===== src/rtl/lpt_pkg.sv =====
package lpt_pkg;
    localparam int ADDR_W    = 3;
    localparam int N_EVT     = 4;
    localparam int N_WK      = 3;
    localparam int WK_CLR_B  = 4;
    localparam int STAT_W    = N_EVT + N_WK;

    typedef enum logic [ADDR_W-1:0] {
        RA_RELOAD = 3'd0,
        RA_CMP    = 3'd1,
        RA_REP    = 3'd2,
        RA_IEN    = 3'd3,
        RA_WEN    = 3'd4,
        RA_CLR    = 3'd5,
        RA_STAT   = 3'd6
    } reg_addr_e;

    // bit 0 trigger, 1 compare, 2 overflow, 3 update
    typedef struct packed {
        logic upd;
        logic ovf;
        logic cmp;
        logic trg;
    } evt_t;

    // bit 0 compare, 1 overflow, 2 update
    typedef struct packed {
        logic upd;
        logic ovf;
        logic cmp;
    } wk_t;

    function automatic logic [STAT_W-1:0] pack_status(evt_t s, wk_t w);
        return {w, s};
    endfunction

    function automatic wk_t wake_events(evt_t e);
        wk_t w;
        w.cmp = e.cmp;
        w.ovf = e.ovf;
        w.upd = e.upd;
        return w;
    endfunction
endpackage


===== src/rtl/lpt_counter.sv =====
module lpt_counter
    import lpt_pkg::*;
#(
    parameter int CW = 16,
    parameter int RW = 8
) (
    input  logic          clk,
    input  logic          rst,
    input  logic          trig_in,
    input  logic          tmr_stop,
    input  logic [CW-1:0] reload,
    input  logic [CW-1:0] cmp_val,
    input  logic [RW-1:0] rep_val,
    output evt_t          ev,
    output logic          running
);
    logic          trig_q;
    logic [CW-1:0] cnt;
    logic [RW-1:0] rep_cnt;
    logic          rise, wrap;

    assign rise   = trig_in & ~trig_q;
    assign wrap   = running & ~tmr_stop & (cnt == reload);
    assign ev.trg = rise & ~running & ~tmr_stop;
    assign ev.cmp = running & ~tmr_stop & (cnt == cmp_val);
    assign ev.ovf = wrap;
    assign ev.upd = wrap & (rep_cnt == '0);

    always_ff @(posedge clk) begin
        if (rst) begin
            trig_q  <= 1'b0;
            running <= 1'b0;
            cnt     <= '0;
            rep_cnt <= '0;
        end else begin
            trig_q <= trig_in;
            if (tmr_stop) begin
                running <= 1'b0;
                cnt     <= '0;
            end else if (ev.trg) begin
                running <= 1'b1;
                cnt     <= '0;
                rep_cnt <= rep_val;
            end else if (running) begin
                cnt <= wrap ? '0 : cnt + 1'b1;
                if (wrap)
                    rep_cnt <= (rep_cnt == '0) ? rep_val : rep_cnt - 1'b1;
            end
        end
    end


    ovf_wrap_chk: assert property (@(posedge clk) disable iff (rst)
        ev.ovf |=> (cnt == '0));


    rep_reload_chk: assert property (@(posedge clk) disable iff (rst)
        (ev.upd && !ev.trg) |=> (rep_cnt == $past(rep_val)));
endmodule


===== src/rtl/lpt_flags.sv =====
module lpt_flags
    import lpt_pkg::*;
(
    input  logic            clk,
    input  logic            rst,
    input  evt_t            ev,
    input  logic [N_EVT-1:0] clr_evt,
    input  logic            clr_wake,
    input  logic [N_WK-1:0] wen,
    output evt_t            sts,
    output wk_t             wk
);
    logic [N_EVT-1:0] ev_v, sts_v;
    logic [N_WK-1:0]  wev_v, wk_v;

    assign ev_v  = ev;
    assign wev_v = wake_events(ev);
    assign sts   = sts_v;
    assign wk    = wk_v;

    for (genvar i = 0; i < N_EVT; i++) begin : g_sts
        always_ff @(posedge clk) begin
            if (rst) sts_v[i] <= 1'b0;
            else     sts_v[i] <= (sts_v[i] & ~clr_evt[i]) | ev_v[i];
        end
    end

    for (genvar j = 0; j < N_WK; j++) begin : g_wk
        always_ff @(posedge clk) begin
            if (rst) wk_v[j] <= 1'b0;
            else     wk_v[j] <= (wk_v[j] & ~(clr_wake & ~wen[j])) | wev_v[j];
        end
    end


    set_wins_chk: assert property (@(posedge clk) disable iff (rst)
        (ev.ovf && clr_evt[2]) |=> sts.ovf);


    wake_hold_chk: assert property (@(posedge clk) disable iff (rst)
        (clr_wake && wen[2] && wk.upd) |=> wk.upd);


    wk_src_chk: assert property (@(posedge clk) disable iff (rst)
        $rose(wk.cmp) |-> $past(ev.cmp));
endmodule


===== src/rtl/lpt_regs.sv =====
module lpt_regs
    import lpt_pkg::*;
#(
    parameter int CW = 16,
    parameter int RW = 8
) (
    input  logic              clk,
    input  logic              rst,
    input  logic              wr_en,
    input  logic [ADDR_W-1:0] wr_addr,
    input  logic [CW-1:0]     wr_data,
    input  logic [ADDR_W-1:0] rd_addr,
    input  logic [STAT_W-1:0] status,
    output logic [CW-1:0]     rd_data,
    output logic [CW-1:0]     reload,
    output logic [CW-1:0]     cmp_val,
    output logic [RW-1:0]     rep_val,
    output logic [N_EVT-1:0]  ien,
    output logic [N_WK-1:0]   wen,
    output logic [N_EVT-1:0]  clr_evt,
    output logic              clr_wake
);
    logic clr_hit;

    assign clr_hit  = wr_en && (wr_addr == RA_CLR);
    assign clr_evt  = clr_hit ? wr_data[N_EVT-1:0] : '0;
    assign clr_wake = clr_hit & wr_data[WK_CLR_B];

    always_ff @(posedge clk) begin
        if (rst) begin
            reload  <= '0;
            cmp_val <= '0;
            rep_val <= '0;
            ien     <= '0;
            wen     <= '0;
        end else if (wr_en) begin
            case (reg_addr_e'(wr_addr))
                RA_RELOAD: reload  <= wr_data;
                RA_CMP:    cmp_val <= wr_data;
                RA_REP:    rep_val <= wr_data[RW-1:0];
                RA_IEN:    ien     <= wr_data[N_EVT-1:0];
                RA_WEN:    wen     <= wr_data[N_WK-1:0];
                default:   ;
            endcase
        end
    end

    always_comb begin
        rd_data = '0;
        case (reg_addr_e'(rd_addr))
            RA_RELOAD: rd_data = reload;
            RA_CMP:    rd_data = cmp_val;
            RA_REP:    rd_data[RW-1:0]     = rep_val;
            RA_IEN:    rd_data[N_EVT-1:0]  = ien;
            RA_WEN:    rd_data[N_WK-1:0]   = wen;
            RA_STAT:   rd_data[STAT_W-1:0] = status;
            default:   rd_data = '0;
        endcase
    end
endmodule


===== src/rtl/lptim_evt_unit.sv =====
module lptim_evt_unit
    import lpt_pkg::*;
#(
    parameter int CW = 16,
    parameter int RW = 8
) (
    input  logic              clk,
    input  logic              rst,
    input  logic              trig_in,
    input  logic              tmr_stop,
    input  logic              wr_en,
    input  logic [ADDR_W-1:0] wr_addr,
    input  logic [CW-1:0]     wr_data,
    input  logic [ADDR_W-1:0] rd_addr,
    output logic [CW-1:0]     rd_data,
    output logic              irq,
    output logic              wake
);
    evt_t             ev, sts;
    wk_t              wk;
    logic             running;
    logic [CW-1:0]    reload, cmp_val;
    logic [RW-1:0]    rep_val;
    logic [N_EVT-1:0] ien, clr_evt;
    logic [N_WK-1:0]  wen;
    logic             clr_wake;

    lpt_regs #(.CW(CW), .RW(RW)) u_regs (
        .clk(clk), .rst(rst), .wr_en(wr_en), .wr_addr(wr_addr),
        .wr_data(wr_data), .rd_addr(rd_addr), .status(pack_status(sts, wk)),
        .rd_data(rd_data), .reload(reload), .cmp_val(cmp_val),
        .rep_val(rep_val), .ien(ien), .wen(wen), .clr_evt(clr_evt),
        .clr_wake(clr_wake)
    );

    lpt_counter #(.CW(CW), .RW(RW)) u_cnt (
        .clk(clk), .rst(rst), .trig_in(trig_in), .tmr_stop(tmr_stop),
        .reload(reload), .cmp_val(cmp_val), .rep_val(rep_val),
        .ev(ev), .running(running)
    );

    lpt_flags u_flags (
        .clk(clk), .rst(rst), .ev(ev), .clr_evt(clr_evt),
        .clr_wake(clr_wake), .wen(wen), .sts(sts), .wk(wk)
    );

    assign irq  = |(N_EVT'(sts) & ien);
    assign wake = |(N_WK'(wk) & wen);


    cmp_flag_chk: assert property (@(posedge clk) disable iff (rst)
        ev.cmp |=> sts.cmp);


    trig_run_chk: assert property (@(posedge clk) disable iff (rst)
        (running && !sts.trg && !ev.trg) |=> !sts.trg);
endmodule


===== config.mk =====
export PLATFORM = sky130hd
export DESIGN_NAME = lptim_evt_unit
export DESIGN_NICKNAME = d
export VERILOG_FILES = /design/src/rtl/lpt_pkg.sv /design/src/rtl/lpt_counter.sv /design/src/rtl/lpt_flags.sv /design/src/rtl/lpt_regs.sv /design/src/rtl/lptim_evt_unit.sv
export SDC_FILE = /design/constraint.sdc
export NUM_CORES = 1
export LEC_CHECK = 0
export BUFFER_PORTS_ARGS = -buffer_cell sky130_fd_sc_hd__buf_2
export CAP_MARGIN = 0
export CORE_MARGIN = 4
export CORE_UTILIZATION = 63
export DETAILED_ROUTE_END_ITERATION = 16
export GPL_TIMING_DRIVEN = 0
export PLACE_DENSITY = 0.85
export SETUP_SLACK_MARGIN = 0.05
export SYNTH_ARGS = -nofsm -noshare
export SYNTH_HDL_FRONTEND = slang
export SYNTH_SLANG_ARGS = --single-unit

===== constraint.sdc =====
create_clock -name clk -period 3.5 [get_ports clk]
set_input_delay 0.525 -clock clk [delete_from_list [all_inputs] [get_ports clk]]
set_output_delay 0.525 -clock clk [all_outputs]
set_load 0.02 [all_outputs]

Word level (Yosys, flattened, before mapping)
Cells that the tools add are included.
{"block": "op_classes", "add_sub_neg": 2, "eq_ne": 12, "muxes": 11, "bitwise": 40, "reduce_logical": 16}
{"operator": "equality test 16 bit", "n": 2}
{"operator": "2-to-1 mux 8 bit", "n": 4}
{"operator": "bitwise AND 1 bit", "n": 18}
{"operator": "one-hot mux 3 bit (6 select lines)", "n": 1}
{"operator": "adder 16 x 1 -> 16 bit (second input constant)", "n": 1}
{"operator": "2-to-1 mux 16 bit", "n": 1}
{"operator": "one-hot mux 8 bit (2 select lines)", "n": 1}
{"operator": "inverter 1 bit", "n": 13}
{"operator": "equality test 3 x 2 -> 1 bit (second input constant)", "n": 4}
{"operator": "equality test 3 bit (second input constant)", "n": 4}
{"operator": "one-hot mux 3 bit (4 select lines)", "n": 1}
{"operator": "AND reduction 2 bit", "n": 5}
{"operator": "logical NOT 8 bit", "n": 1}
{"operator": "subtractor 8 x 1 -> 8 bit (second input constant)", "n": 1}
{"operator": "bitwise OR 1 bit", "n": 7}
{"operator": "equality test 3 x 1 -> 1 bit (second input constant)", "n": 2}
{"operator": "logical NOT 3 bit", "n": 2}
{"operator": "OR reduction 3 bit", "n": 2}
{"operator": "one-hot mux 1 bit (5 select lines)", "n": 1}
{"operator": "bitwise AND 4 bit", "n": 1}
{"operator": "2-to-1 mux 4 bit", "n": 1}
{"operator": "nonzero test 2 bit", "n": 2}
{"operator": "OR reduction 4 bit", "n": 1}
{"operator": "bitwise AND 3 bit", "n": 1}
{"operator": "other kinds (4)", "n": 4}
{"block": "totals", "ff_bits": 80, "inputBits": 27, "output_inout_bits": 18, "word_cells": 97}

Depth between registers and ports, before layout
{"block": "depth", "word_depth": 7, "mapped_depth": 7, "mapped_depth_nobuf": 7}

Cells and area by module
A second synthesis with hierarchy kept.
{"block": "hier_totals", "hier_cells": 521, "hier_area_um2": 4406.7}
{"mod": "lpt_regs", "n_inst": 1, "cells_each": 256, "area_each_um2": 2179.6, "seq_area_each_um2": 940.9}
{"mod": "lpt_counter", "n_inst": 1, "cells_each": 232, "area_each_um2": 1915.6, "seq_area_each_um2": 520.5}
{"mod": "lpt_flags", "n_inst": 1, "cells_each": 28, "area_each_um2": 279.0, "seq_area_each_um2": 140.1}
{"mod": "lptim_evt_unit", "n_inst": 1, "cells_each": 5, "area_each_um2": 32.5, "seq_area_each_um2": 0.0}

Least setup slack after synthesis
No wires, ideal clock.
{"block": "synth_path", "kind": "input-to-output", "from": "input port rd_addr[1]", "to": "output port rd_data[3]", "t_arrival_ps": 1889, "t_required_ps": 2975, "path_slack_ps": 1086, "path_stages": 5, "path_buffers": 2, "cell_sequence": "clkbuf_1 > buf_1 > mux4_2 > inv_1 > o21ai_0"}
{"block": "synth_between", "elab_chain_cells": 2, "word_cells_on_any_way": 6, "cone_classes": "eq/ne (4); mux (1); reduce/logical (1)"}
{"element": "start: declaration", "line_no": "lptim_evt_unit.sv:14", "text": "input logic [ADDR_W-1:0] rd_addr,"}
{"element": "equality test 3 bit (tied with other cells)", "line_no": "lpt_regs.sv:50", "text": "case (reg_addr_e'(rd_addr))"}
{"element": "one-hot mux 1 bit (5 select lines) *", "line_no": "lpt_regs.sv:50"}
{"element": "end: declaration", "line_no": "lptim_evt_unit.sv:15", "text": "output logic [CW-1:0] rd_data,"}
Mark *: on every way between the ends. The rest lies on a longest branch, timed or not.

Final worst setup path
Ends and elaborated chain as after synthesis.

==> run summary <==
OUTCOME
---------------------------------------------------------------------------------------
Result of the run                                                          finished clean

DIE
---------------------------------------------------------------------------------------
Overall die area                                                               8150 µm²
I/O pin count                                                                        45
Horizontal extent of the die                                                   90.28 µm
Die Y                                                                          90.28 µm
Total core area                                                                6459 µm²
Row Count                                                                            29
Starting density of the core                                                     66.04%

HOLD PATH
---------------------------------------------------------------------------------------
Hold crit path type                                                           in -> reg
Startpoint of the most critical hold path                                   wr_data[11]
Hold endpoint                                                              u_regs.cmp_val[11]
Hold depth                                                                            3

STA
---------------------------------------------------------------------------------------
Setup-violating endpoint count in the final report                                    0
Crit share post-route                                                            74.07%
Final number of max-transition violations                                             0
PnR worst setup slack                                                         0.9075 ns
Worst slew margin relative to its limit                                          54.22%
Fin Clk Skew                                                                 0.01052 ns
Final hold slack                                                              0.4005 ns
Number of hold-slack violations in the final timing report                            0
Post-layout min period                                                         2.593 ns
Achievable frequency                                                          385.7 MHz
Slew at the pin closest to its max-slew limit                                 0.6853 ns
Setup repair after global routing missed its margin                                  no
Summed negative setup slack over all endpoints                                     0 ns

PLACEMENT
---------------------------------------------------------------------------------------
# port buffers                                                                       43
Estimated wirelength of the detail-placed design                                8369 µm
Global placer's final weighted congestion                                        0.9420
Setup Slack @ Placement                                                       0.9547 ns
Instance area after placement                                                  4577 µm²

CTS
---------------------------------------------------------------------------------------
Number of hold buffers added after CTS                                                0
Buffers from clock root to sink, at most                                              2
Count of cells resized by post-cts repair                                             0
Total clock sinks                                                                    80
Source-to-sink clock delay at the later pin of the worst-skew pair              0.36 ns
Number of H-tree levels                                                               3
Cell at the root of the clock tree                                             clkbuf_8
Clock slew at the register clock pins of the worst setup and hold paths         0.09 ns
Setup Buffers After CTS                                                               0
Clock tree from TritonCTS                                                           yes
TritonCTS buffer count                                                                9

SYNTHESIS
---------------------------------------------------------------------------------------
Leading post-synthesis cells by cell area                                  dfxtp_1, mux2i_1, nand2_1, xor2_1, nor2_1
Asr flop ratio synth                                                                 0%
Proportion of netlist area held by the largest area contributor                  37.55%
Number of synthesized flops with an enable pin                                        0
Mapped Avg Cell Area                                                          8.187 µm²
Yosys warns                                                                           0
Number of distinct standard cells referenced by the synthesized netlist              56
Synthesized netlist net count                                                       551
Dominant synthesized flop cell                                                  dfxtp_1
Gate count after technology mapping                                                 521
Total of flip-flops plus latches after synthesis                                     80
Share of the yosys chip area belonging to registers                              37.55%
Count leader, synth                                                             nand2_1
Netlist area before placement                                                  4265 µm²
Post-synth top area cell                                                        dfxtp_1
Commonest cells in the synthesized netlist                                 nand2_1, dfxtp_1, nor2_1

POWER AND IR DROP
---------------------------------------------------------------------------------------
Worst voltage drop across the vdd grid                                         294.8 µV
Pwr Total                                                                       1921 µW
Pwr/cell area                                                              400.0 nW/µm²
Total leakage power                                                         0.001983 µW

SETUP PATH
---------------------------------------------------------------------------------------
Req. time, crit path                                                            2.97 ns
CP startpoint kind                                                            input pin
Crit path max fanout                                                                 10
Register-to-register path setup slack                                           1.32 ns
Cell count of the worst reg-to-reg path                                               7
Worst r2r src                                                              u_cnt.rep_cnt[0]
Critical path arrival                                                           2.07 ns
Critical path type                                                            in -> out
Critical register-to-register path endpoint                                u_cnt.rep_cnt[2]
Critical path capture point type                                            output port

GLOBAL ROUTE
---------------------------------------------------------------------------------------
Global-route wire length before repair                                        18,040 µm
Pin count of the biggest net entering global routing                                 16
Number of global-route vias before repair                                         3,667
Global route overflow                                                                 0
Number of antenna violations at the first check in global routing                     0
Total global-route track usage                                                   27.78%

DETAILED ROUTING
---------------------------------------------------------------------------------------
Final routed wire length divided by cell count                                 16.94 µm
Ratio of routed vias to standard cells                                            5.919
Total via count in the routed design                                              3,889
Detailed Routing Iterations Pass 1                                                    5
Post-route DRC                                                                        0
Post-detailed-route count of antenna-violating nets                                   0
Routed WL                                                                     11,130 µm
Number of violations reported at the end of detailed-routing iteration 0            234

FINISH
---------------------------------------------------------------------------------------
Diode count                                                                           0
Share of cells above drive strength 1                                            14.83%
Filler cells                                                                        464
Flip-flop and latch area                                                       1602 µm²
Layout Cell Area excl Fill                                                     4803 µm²
Area growth from synthesis to layout                                             12.61%
Area occupied by multi-input gates                                             2492 µm²
Final nets                                                                          605

RUN
---------------------------------------------------------------------------------------
Max-cap check violation count                                                         0

==> per-stage QoR <==
stage | util (%) | instances
finish | 74.37 | 657
global placement | 70.86 | 641
global route | 74.37 | 657
floorplan | - | 521
CTS | 74.37 | 657
detailed placement | 70.86 | 641
==> placed cells by master (no fill, tap or decap), types with 3 or more instances in the layout <==
cell / n
a31oi_1: 4
nor2b_1: 5
clkbuf_1: 18
nand4_1: 8
nand2_1: 91
a21oi_1: 47
and3_1: 4
nor4_1: 11
clkbuf_8: 9
nor3_1: 8
nand2b_1: 6
nor3b_1: 3
ha_1: 3
dfxtp_1: 80
and2_1: 3
inv_1: 11
o21ai_0: 8
xnor2_1: 10
nor2_1: 67
xor2_1: 37
mux2i_1: 36
nand3_1: 10
buf_2: 47
==> cells by family after synthesis <==
logic type               count (synthesis)  share of synthesized area (%)
AND/OR/NAND/NOR                        227                          24.90
AO/OA/AOI/OAI                           85                          12.97
flip-flops                              80                          37.55
XOR/XNOR                                47                          9.651
multiplexers                            40                          10.03
buffers and inverters                   39                          4.019
adder cells (fa/ha/maj)                  3                         0.8801
==> where the power goes <==
group | switching [µW] | leakage [µW] | internal (µW)
clock | 365 | 0.000110 | 409
sequential | 18.7 | 0.000647 | 926
combinational | 127 | 0.00123 | 76.8
total | 510 | 0.00198 | 1410
==> worst max-delay path by stage <==
| stage | cells after the start | slack, ns | startpoint | end |
|---|---|---|---|---|
| after global routing | 6 | 0.80 | rd_addr[1] | rd_data[3] |
| after global placement | 6 | 1.00 | rd_addr[1] | rd_data[3] |
| after CTS | 6 | 0.94 | rd_addr[1] | rd_data[3] |
| after detailed placement | 6 | 0.95 | rd_addr[1] | rd_data[3] |
| after floorplan | 5 | 1.09 | rd_addr[1] | rd_data[3] |
| final | 6 | 0.91 | rd_addr[1] | rd_data[3] |
==> layer usage <==
layer	track usage, %	part of all wire (%)	vias up
li1	-	-	1906
met1	36.51	43	1801
met2	44.00	47	156
met3	6.083	7.6	26
met4	11.99	2.5	0
met5	0	0	-
==> critical path: stages <==
cell	delay, ns
clkbuf_1	0.22
buf_1	0.52
mux4_2	0.31
inv_1	0.04
o21ai_0	0.23
buf_2	0.22
==> registers in the layout, indices dropped and copies added, names as in the netlist <==
| register | flops |
|---|---|
| u_cnt.running | 1 |
| u_regs.wen | 3 |
| u_regs.ien | 4 |
| u_cnt.rep_cnt | 8 |
| u_flags.wk | 3 |
| u_regs.rep_val | 8 |
| u_cnt.cnt | 16 |
| u_regs.reload | 16 |
| u_flags.sts | 4 |
| u_cnt.trig_q | 1 |
| u_regs.cmp_val | 16 |
==> final cells by class <==
type	instances	share of cell area [%]
timing repair buffer	43	4.480
tap	77	2.006
clock buffer	9	2.579
sequential	80	33.34
buffer	28	2.709
clock inverter	7	2.136
multi-input combinational	402	51.89
inverter	11	0.8596
Note: power is estimated with default switching activity, not from simulation.
